--- config.mk ---
export PLATFORM = sky130hd
export DESIGN_NAME = pll_div_ctrl
export DESIGN_NICKNAME = d
export VERILOG_FILES = /design/src/rtl/pllc_pkg.sv /design/src/rtl/pllc_sync.sv /design/src/rtl/pllc_field_regs.sv /design/src/rtl/pllc_range_chk.sv /design/src/rtl/pll_div_ctrl.sv
export SDC_FILE = /design/constraint.sdc
export NUM_CORES = 1
export LEC_CHECK = 0
export BUFFER_PORTS_ARGS = -buffer_cell sky130_fd_sc_hd__clkbuf_2
export CELL_PAD_IN_SITES_DETAIL_PLACEMENT = 1
export CELL_PAD_IN_SITES_GLOBAL_PLACEMENT = 2
export CORE_ASPECT_RATIO = 0.6
export CORE_MARGIN = 8
export CORE_UTILIZATION = 28
export DETAILED_ROUTE_END_ITERATION = 7
export PLACE_DENSITY_LB_ADDON = 0.1
export SLEW_MARGIN = 20
export SYNTH_ARGS = -nofsm -noshare
export SYNTH_HDL_FRONTEND = slang
export SYNTH_SLANG_ARGS = --single-unit
--- constraint.sdc ---
create_clock -name clk -period 3.3 [get_ports clk]
set_input_delay 0.495 -clock clk [delete_from_list [all_inputs] [get_ports clk]]
set_output_delay 0.495 -clock clk [all_outputs]
set_load 0.02 [all_outputs]
--- src/rtl/pllc_pkg.sv ---
// Package: shared widths, field positions and reset values for the
// PLL divider control register. Assumes a 16-bit register of two byte lanes.
package pllc_pkg;
    localparam int DATA_W   = 16;
    localparam int LANES    = DATA_W / 8;
    localparam int P_W      = 8;
    localparam int Q_W      = 4;
    localparam int Q_LSB    = 8;
    localparam int LOCK_BIT = 14;
    localparam int REF_BIT  = 15;
    localparam logic [P_W-1:0] P_RESET = 8'h47;
    localparam logic [Q_W-1:0] Q_RESET = 4'h3;
    localparam int Q_LOW_EXCL  = 1;
    localparam int Q_HIGH_EXCL = 14;
endpackage

--- src/rtl/pllc_sync.sv ---
// Module: multi-flop synchroniser for the asynchronous reference input.
// Assumes STAGES >= 2. The output is the last flop of the chain.
module pllc_sync #(
    parameter int STAGES = 2
) (
    input  logic clk,
    input  logic rst_n,
    input  logic din_async,
    output logic dout
);
    logic [STAGES-1:0] chain_q;

    // Purpose: shift the async level through the flop chain.
    always_ff @(posedge clk) begin
        if (!rst_n) chain_q <= '0;
        else        chain_q <= {chain_q[STAGES-2:0], din_async};
    end

    assign dout = chain_q[STAGES-1];
endmodule

--- src/rtl/pllc_field_regs.sv ---
// Module: P/Q divider storage with per-lane write and a set-only lock.
// Assumes wr_hit is already address-decoded and lasts one cycle per write.
module pllc_field_regs
    import pllc_pkg::*;
(
    input  logic              clk,
    input  logic              rst_n,
    input  logic              wr_hit,
    input  logic [LANES-1:0]  be,
    input  logic [DATA_W-1:0] wdata,
    output logic [P_W-1:0]    p_o,
    output logic [Q_W-1:0]    q_o,
    output logic              lock_o
);
    logic [P_W-1:0] p_q;
    logic [Q_W-1:0] q_q;
    logic           lock_q;

    // Purpose: update the fields lane by lane; the lock only ever sets.
    always_ff @(posedge clk) begin
        if (!rst_n) begin
            p_q    <= P_RESET;
            q_q    <= Q_RESET;
            lock_q <= 1'b0;
        end else if (wr_hit) begin
            if (be[0] && !lock_q) p_q <= wdata[P_W-1:0];
            if (be[1]) begin
                if (!lock_q)          q_q    <= wdata[Q_LSB +: Q_W];
                if (wdata[LOCK_BIT])  lock_q <= 1'b1;
            end
        end
    end

    assign p_o    = p_q;
    assign q_o    = q_q;
    assign lock_o = lock_q;

    // the lock never falls without reset.
    a_r5_lock_sticky: assert property (@(posedge clk) disable iff (!rst_n)
        lock_q |=> lock_q);
    // the fields are frozen while locked.
    a_r5_fields_frozen: assert property (@(posedge clk) disable iff (!rst_n)
        lock_q |=> ($stable(p_q) && $stable(q_q)));
    // a disabled upper lane keeps Q.
    a_r3_upper_lane: assert property (@(posedge clk) disable iff (!rst_n)
        (wr_hit && !be[1]) |=> $stable(q_q));
    // a disabled lower lane keeps P.
    a_r3_lower_lane: assert property (@(posedge clk) disable iff (!rst_n)
        (wr_hit && !be[0]) |=> $stable(p_q));
endmodule

--- src/rtl/pllc_range_chk.sv ---
// Module: combinational legality check of the divider pair.
// Assumes unsigned P and Q; P is compared against Q+1 in a widened sum.
module pllc_range_chk
    import pllc_pkg::*;
(
    input  logic [P_W-1:0] p_i,
    input  logic [Q_W-1:0] q_i,
    output logic           legal_o
);
    localparam int CMP_W = P_W + 1;
    logic q_ok;
    logic p_ok;

    // Purpose: evaluate both range rules.
    always_comb begin
        q_ok    = (int'(q_i) > Q_LOW_EXCL) && (int'(q_i) < Q_HIGH_EXCL);
        p_ok    = {1'b0, p_i} > (CMP_W'(q_i) + CMP_W'(1));
        legal_o = q_ok && p_ok;
    end
endmodule

--- src/rtl/pll_div_ctrl.sv ---
// Module: top of the PLL divider control register. Decodes the bus,
// registers the read data and joins storage, synchroniser and range check.
// Assumes single-cycle accesses marked by sel.
module pll_div_ctrl
    import pllc_pkg::*;
#(
    parameter int              ADDR_W      = 4,
    parameter logic [ADDR_W-1:0] REG_ADDR  = 4'h2,
    parameter int              SYNC_STAGES = 2
) (
    input  logic              clk,
    input  logic              rst_n,
    input  logic              sel,
    input  logic              wr_en,
    input  logic [ADDR_W-1:0] addr,
    input  logic [15:0]       wdata,
    input  logic [1:0]        be,
    output logic [15:0]       rdata,
    input  logic              ref_async,
    output logic [7:0]        p_value,
    output logic [3:0]        q_value,
    output logic              cfg_legal
);
    logic hit;
    logic wr_hit;
    logic rd_any;
    logic ref_lvl;
    logic lock;
    logic [DATA_W-1:0] view;

    assign hit    = sel && (addr == REG_ADDR);
    assign wr_hit = hit && wr_en;
    assign rd_any = sel && !wr_en;

    pllc_sync #(.STAGES(SYNC_STAGES)) u_sync (
        .clk      (clk),
        .rst_n    (rst_n),
        .din_async(ref_async),
        .dout     (ref_lvl)
    );

    pllc_field_regs u_regs (
        .clk   (clk),
        .rst_n (rst_n),
        .wr_hit(wr_hit),
        .be    (be),
        .wdata (wdata),
        .p_o   (p_value),
        .q_o   (q_value),
        .lock_o(lock)
    );

    pllc_range_chk u_chk (
        .p_i    (p_value),
        .q_i    (q_value),
        .legal_o(cfg_legal)
    );

    // Purpose: assemble the readable image; reserved bits are tied low.
    always_comb begin
        view                   = '0;
        view[P_W-1:0]          = p_value;
        view[Q_LSB +: Q_W]     = q_value;
        view[LOCK_BIT]         = lock;
        view[REF_BIT]          = ref_lvl;
    end

    // Purpose: capture read data one cycle after a read strobe.
    always_ff @(posedge clk) begin
        if (!rst_n)      rdata <= '0;
        else if (rd_any) rdata <= (addr == REG_ADDR) ? view : '0;
    end

    // reserved bits never read as set.
    a_r6_reserved_zero: assert property (@(posedge clk) disable iff (!rst_n)
        rd_any |=> (rdata[13:12] == 2'b00));
    // a missed address reads zero.
    a_r9_miss_zero: assert property (@(posedge clk) disable iff (!rst_n)
        (rd_any && (addr != REG_ADDR)) |=> (rdata == 16'h0000));
    // a legal pair implies P of at least 4.
    a_r8_legal_floor: assert property (@(posedge clk) disable iff (!rst_n)
        cfg_legal |-> (p_value >= 8'd4));
endmodule

# Word level (Yosys, flattened, before mapping)
# Cells that the tools add are included.
[totals]
out_inout_bits = 29
input_bits = 27
register_bits = 31
word_cells = 23
[op_classes]
addsub = 1
n_lt_le_gt_ge = 3
bitwise = 1
n_reduce_logical = 11
muxes = 1
n_eq_ne = 1
[ops]
columns = ["cell", "count"]
rows = [
  ["2-to-1 mux 16 bit", 1],
  ["greater-than comparator 8 x 9 -> 1 bit", 1],
  ["logical AND 1 bit", 6],
  ["AND reduction 3 bit", 2],
  ["adder 4 x 1 -> 5 bit, second input constant", 1],
  ["equality test 4 x 2 -> 1 bit, second input constant", 1],
  ["greater-than comparator 4 x 1 -> 1 bit, second input constant", 1],
  ["less-than comparator 4 bit, second input constant", 1],
  ["logical NOT 1 bit", 2],
  ["AND reduction 2 bit", 1],
  ["NOT 1 bit", 1],
]

# Longest topological paths before layout
[logic_depth]
depth_word = 4
depth_mapped = 8

# By module
# From an unflattened synthesis, not the netlist that was laid out.
[hier_totals]
cells_unflattened = 159
area_unflattened_um2 = 1508.9
[by_module_without_submodules]
columns = ["mod", "instances", "area_per_inst_um2", "cells_per_inst", "seq_area_each_um2"]
rows = [
  ["pll_div_ctrl", 1, 691.9, 71, 280.3],
  ["pllc_field_regs", 1, 553.0, 58, 260.2],
  ["pllc_range_chk", 1, 211.5, 26, 0.0],
  ["pllc_sync", 1, 52.6, 4, 40.0],
]

# Worst setup path before layout
# Ideal clock, no wire load.
[synth_path]
path_kind = "flip-flop to output port"
startpoint = "register u_regs.q_q[0] (netlist: u_regs.q_o[0])"
endpoint = "output cfg_legal"
slack_ns = 0.859
path_stages_with_launch = 9
t_arrival_ns = 1.946
path_cell_list = "dfxtp_1 > inv_1 > ha_1 > inv_1 > ha_1 > nand2b_1 > a211oi_1 > o22ai_1 > a21oi_1"
[synth_via]
elab_chain_len = 3
[synth_lines]
columns = ["item", "line_no", "text"]
rows = [
  ["from (decl)", "pllc_field_regs.sv:16", "logic [Q_W-1:0] q_q;"],
  ["from (signal assigned)", "pllc_field_regs.sv:28", "if (!lock_q) q_q <= wdata[Q_LSB +: Q_W];"],
  ["adder 4 x 1 -> 5 bit, or another cell as far along", "pllc_range_chk.sv:17", "p_ok = {1'b0, p_i} > (CMP_W'(q_i) + CMP_W'(1));"],
  ["greater-than comparator 8 x 9 -> 1 bit / logical AND 1 bit (equally long branches)", "pllc_range_chk.sv:17, pllc_range_chk.sv:16", ""],
  ["logical AND 1 bit (*)", "pllc_range_chk.sv:18", "legal_o = q_ok && p_ok;"],
  ["to (decl)", "pll_div_ctrl.sv:22", "output logic cfg_legal"],
]
# Every way passes the cells marked *; elsewhere a longest branch is shown, timed or not.

# Worst setup path after layout
# Ends and elaborated chain as after synthesis.

==> run summary <==
Die Area = 7190 um^2
status = finished clean
cts hold-fix bufs = 0
Ports = 56
pin count of the biggest net entering global routing = 34
achievable clock frequency = 0.369 GHz
effective utilization at floorplan = 0.288
combinational power share = 0.063
Mapped Area = 1310 um^2
flops & latches, synth = 29
Pwr Density = 407 nW/um^2
CP max FO = 6
VDD IR max = 0.150 mV
layout cells sized above 1 = 0.321
area delta synth->final = 28.8%
H-tree depth = 2
Die Wd = 104 um
post-CTS sizing = 0
first-pass GRT wire length = 6110 um
Vias = 1140
max_cap viols = 0
Int Pwr = 0.537 mW
fin cells = 250
final hold violations = 0
critical path data arrival time = 2.21 ns
largest area contributor in the netlist = dfxtp_1
routed vias/inst = 4.56
1st-iter DRT viols = 18
Ys Warns = 0
Post-CTS Setup Bufs = 0
Critical Path End Type = output pin
switching power = 0.150 mW
nets = 222
residual DRC count = 0
Synth cell types = 29
die height = 69.0 um
clk_skew = 0.00269 ns
Rows = 19
Finish-stage setup viols = 0
IO buf count = 50
final WL = 3670 um
Synth top area share = 0.444
Slew headroom = 0.483
P_leak = 0.729 nW
per-cell routed wire length = 14.7 um
remaining global-route overflow = 0
min-delay worst type = in2reg
Total Neg Setup Slack = 0 ns
CTS tree = built
clk slew on worst S/H paths = 0.06 ns
Placer Congestion = 0.681
total global-route track usage = 0.111
hold_sp = ref_async
RSZ-0062 raised after global routing = no
drt pass-1 iters = 4
register area share after synthesis = 0.444
Crit Path Class = reg2out
root buf cell = clkbuf_8
top cells by area, synth = dfxtp_1, a22oi_1, ha_1, nor2b_1, mux2i_1
CTS sink cnt = 29
reg2reg start = u_regs.lock_o$_SDFFE_PN0P_
vias in the first global route = 1253
Required @ worst endpoint = 2.80 ns
Synth Instances = 137
worst-skew pair later-pin latency = 0.27 ns
sw frac = 0.218
clock share of power = 0.421
# diodes = 0
fillers = 558
Critical Path Start = u_regs.q_o[0]$_SDFFE_PN1P_
Synth Area per Inst = 9.55 um^2
initial antenna violation count = 0
Longest Clk Path Bufs = 2
worst slew pin tran = 0.769 ns
fin crit share = 0.821
crit start category = flop
dpl hpwl = 2860 um
total core area = 4540 um^2
Num CTS Buffers = 5
part of the power in registers = 0.516
fin crit period = 2.71 ns
Design Power = 0.687 mW
post-route ant nets = 0
Inst Count DP = 243
fin. max-slew vios = 0
[critical path, stage by stage, from the launching register on]
cell	delay [ns]
dfxtp_1	0.43
inv_1	0.12
ha_1	0.29
inv_1	0.04
ha_1	0.28
nand2b_1	0.06
a211oi_1	0.24
o22ai_1	0.12
a21oi_1	0.17
clkbuf_2	0.19
[layout make-up]
| cell class | count | area, um^2 | area share |
|---|---|---|---|
| Multi-Input combinational cell | 94 | 659 | 0.391 |
| Sequential cell | 29 | 581 | 0.344 |
| Tap cell | 63 | 78.8 | 0.0468 |
| Timing Repair Buffer | 51 | 258 | 0.153 |
| Clock buffer | 7 | 86.3 | 0.0512 |
| Inverter | 6 | 22.5 | 0.0134 |
[power groups by stage]
stage	logic (mW)	registers (mW)	clock network, mW
finish	0.0432	0.355	0.289
global placement	0.0423	0.362	0
CTS	0.0444	0.355	0.302
detailed placement	0.0442	0.362	0
floorplan	0.0236	0.364	0
global route	0.0489	0.355	0.318
[final timing paths]
check / to / slack [ns] / depth (start not counted)
worst max register to register: u_regs.p_o[6]$_SDFFE_PN1P_ / 1.74 / 3
worst min register to register: u_sync.chain_q[1]$_SDFF_PN0_ / 0.44 / 1
worst min-delay path: u_sync.chain_q[0]$_SDFF_PN0_ / 0.42 / 2
worst max-delay path: cfg_legal / 0.59 / 9
[metrics by stage]
stage	setup WS, ns	area [um^2]	utilization	hold WS (ns)
final	0.590	1690	0.371	0.423
after global routing	0.368	1690	0.371	0.420
after floorplan	0.859	1310	-	0.412
after detailed placement	0.889	1600	0.352	0.436
after CTS	0.568	1690	0.371	0.414
after global placement	0.868	1600	0.352	0.415
[cell usage in the layout, fill, tap and decap left out, types with 5 or more instances in the layout]
master / n
clkbuf_2: 50
dfxtp_1: 29
nor2b_1: 16
a22oi_1: 14
nand2_1: 13
nand3_1: 8
ha_1: 8
inv_1: 6
clkbuf_8: 6
mux2i_1: 5
[synthesized netlist by cell type]
library cell / instances
a21o_1: 1
nor2_1: 4
buf_6: 1
buf_4: 2
o211ai_1: 3
dfxtp_1: 29
inv_1: 6
a211oi_1: 1
nand3_1: 8
o22ai_1: 1
mux2i_1: 5
o21ai_0: 4
ha_1: 8
nand2b_1: 2
buf_2: 1
xor2_1: 1
and2_1: 2
a22oi_1: 14
or4b_4: 1
o31ai_1: 1
nor3_1: 2
nor2b_1: 16
nand2_1: 13
o21a_1: 1
conb_1: 1
clkbuf_1: 5
a21oi_1: 1
xnor2_1: 1
nor4_4: 2
[flip-flops by register name (all words and copies together), names as in the netlist]
| register | flops |
|---|---|
| u_sync.chain_q | 2 |
| rdata | 14 |
| u_regs.lock_o | 1 |
| u_regs.p_o | 8 |
| u_regs.q_o | 4 |
[logic make-up (layout without fill, tap and decap cells)]
group / after synthesis / after routing / share of synthesized area
mux: 5 / 5 / 0.0382
simple gates: 50 / 50 / 0.226
xor+xnor: 2 / 2 / 0.0134
other cells: 1 / 2 / 0.00287
fa+ha+maj: 8 / 8 / 0.0765
compound gates: 27 / 27 / 0.144
flops: 29 / 29 / 0.444
buf+inv: 15 / 64 / 0.0554
[metal layers]
metal,wire length (um),track usage,vias up
li1,-,-,570
met1,1770,0.126,530
met2,1600,0.179,36
met3,249,0.0510,4
met4,55,0.0483,0
met5,0,0,-
Note: power is estimated with default switching activity, not from simulation.
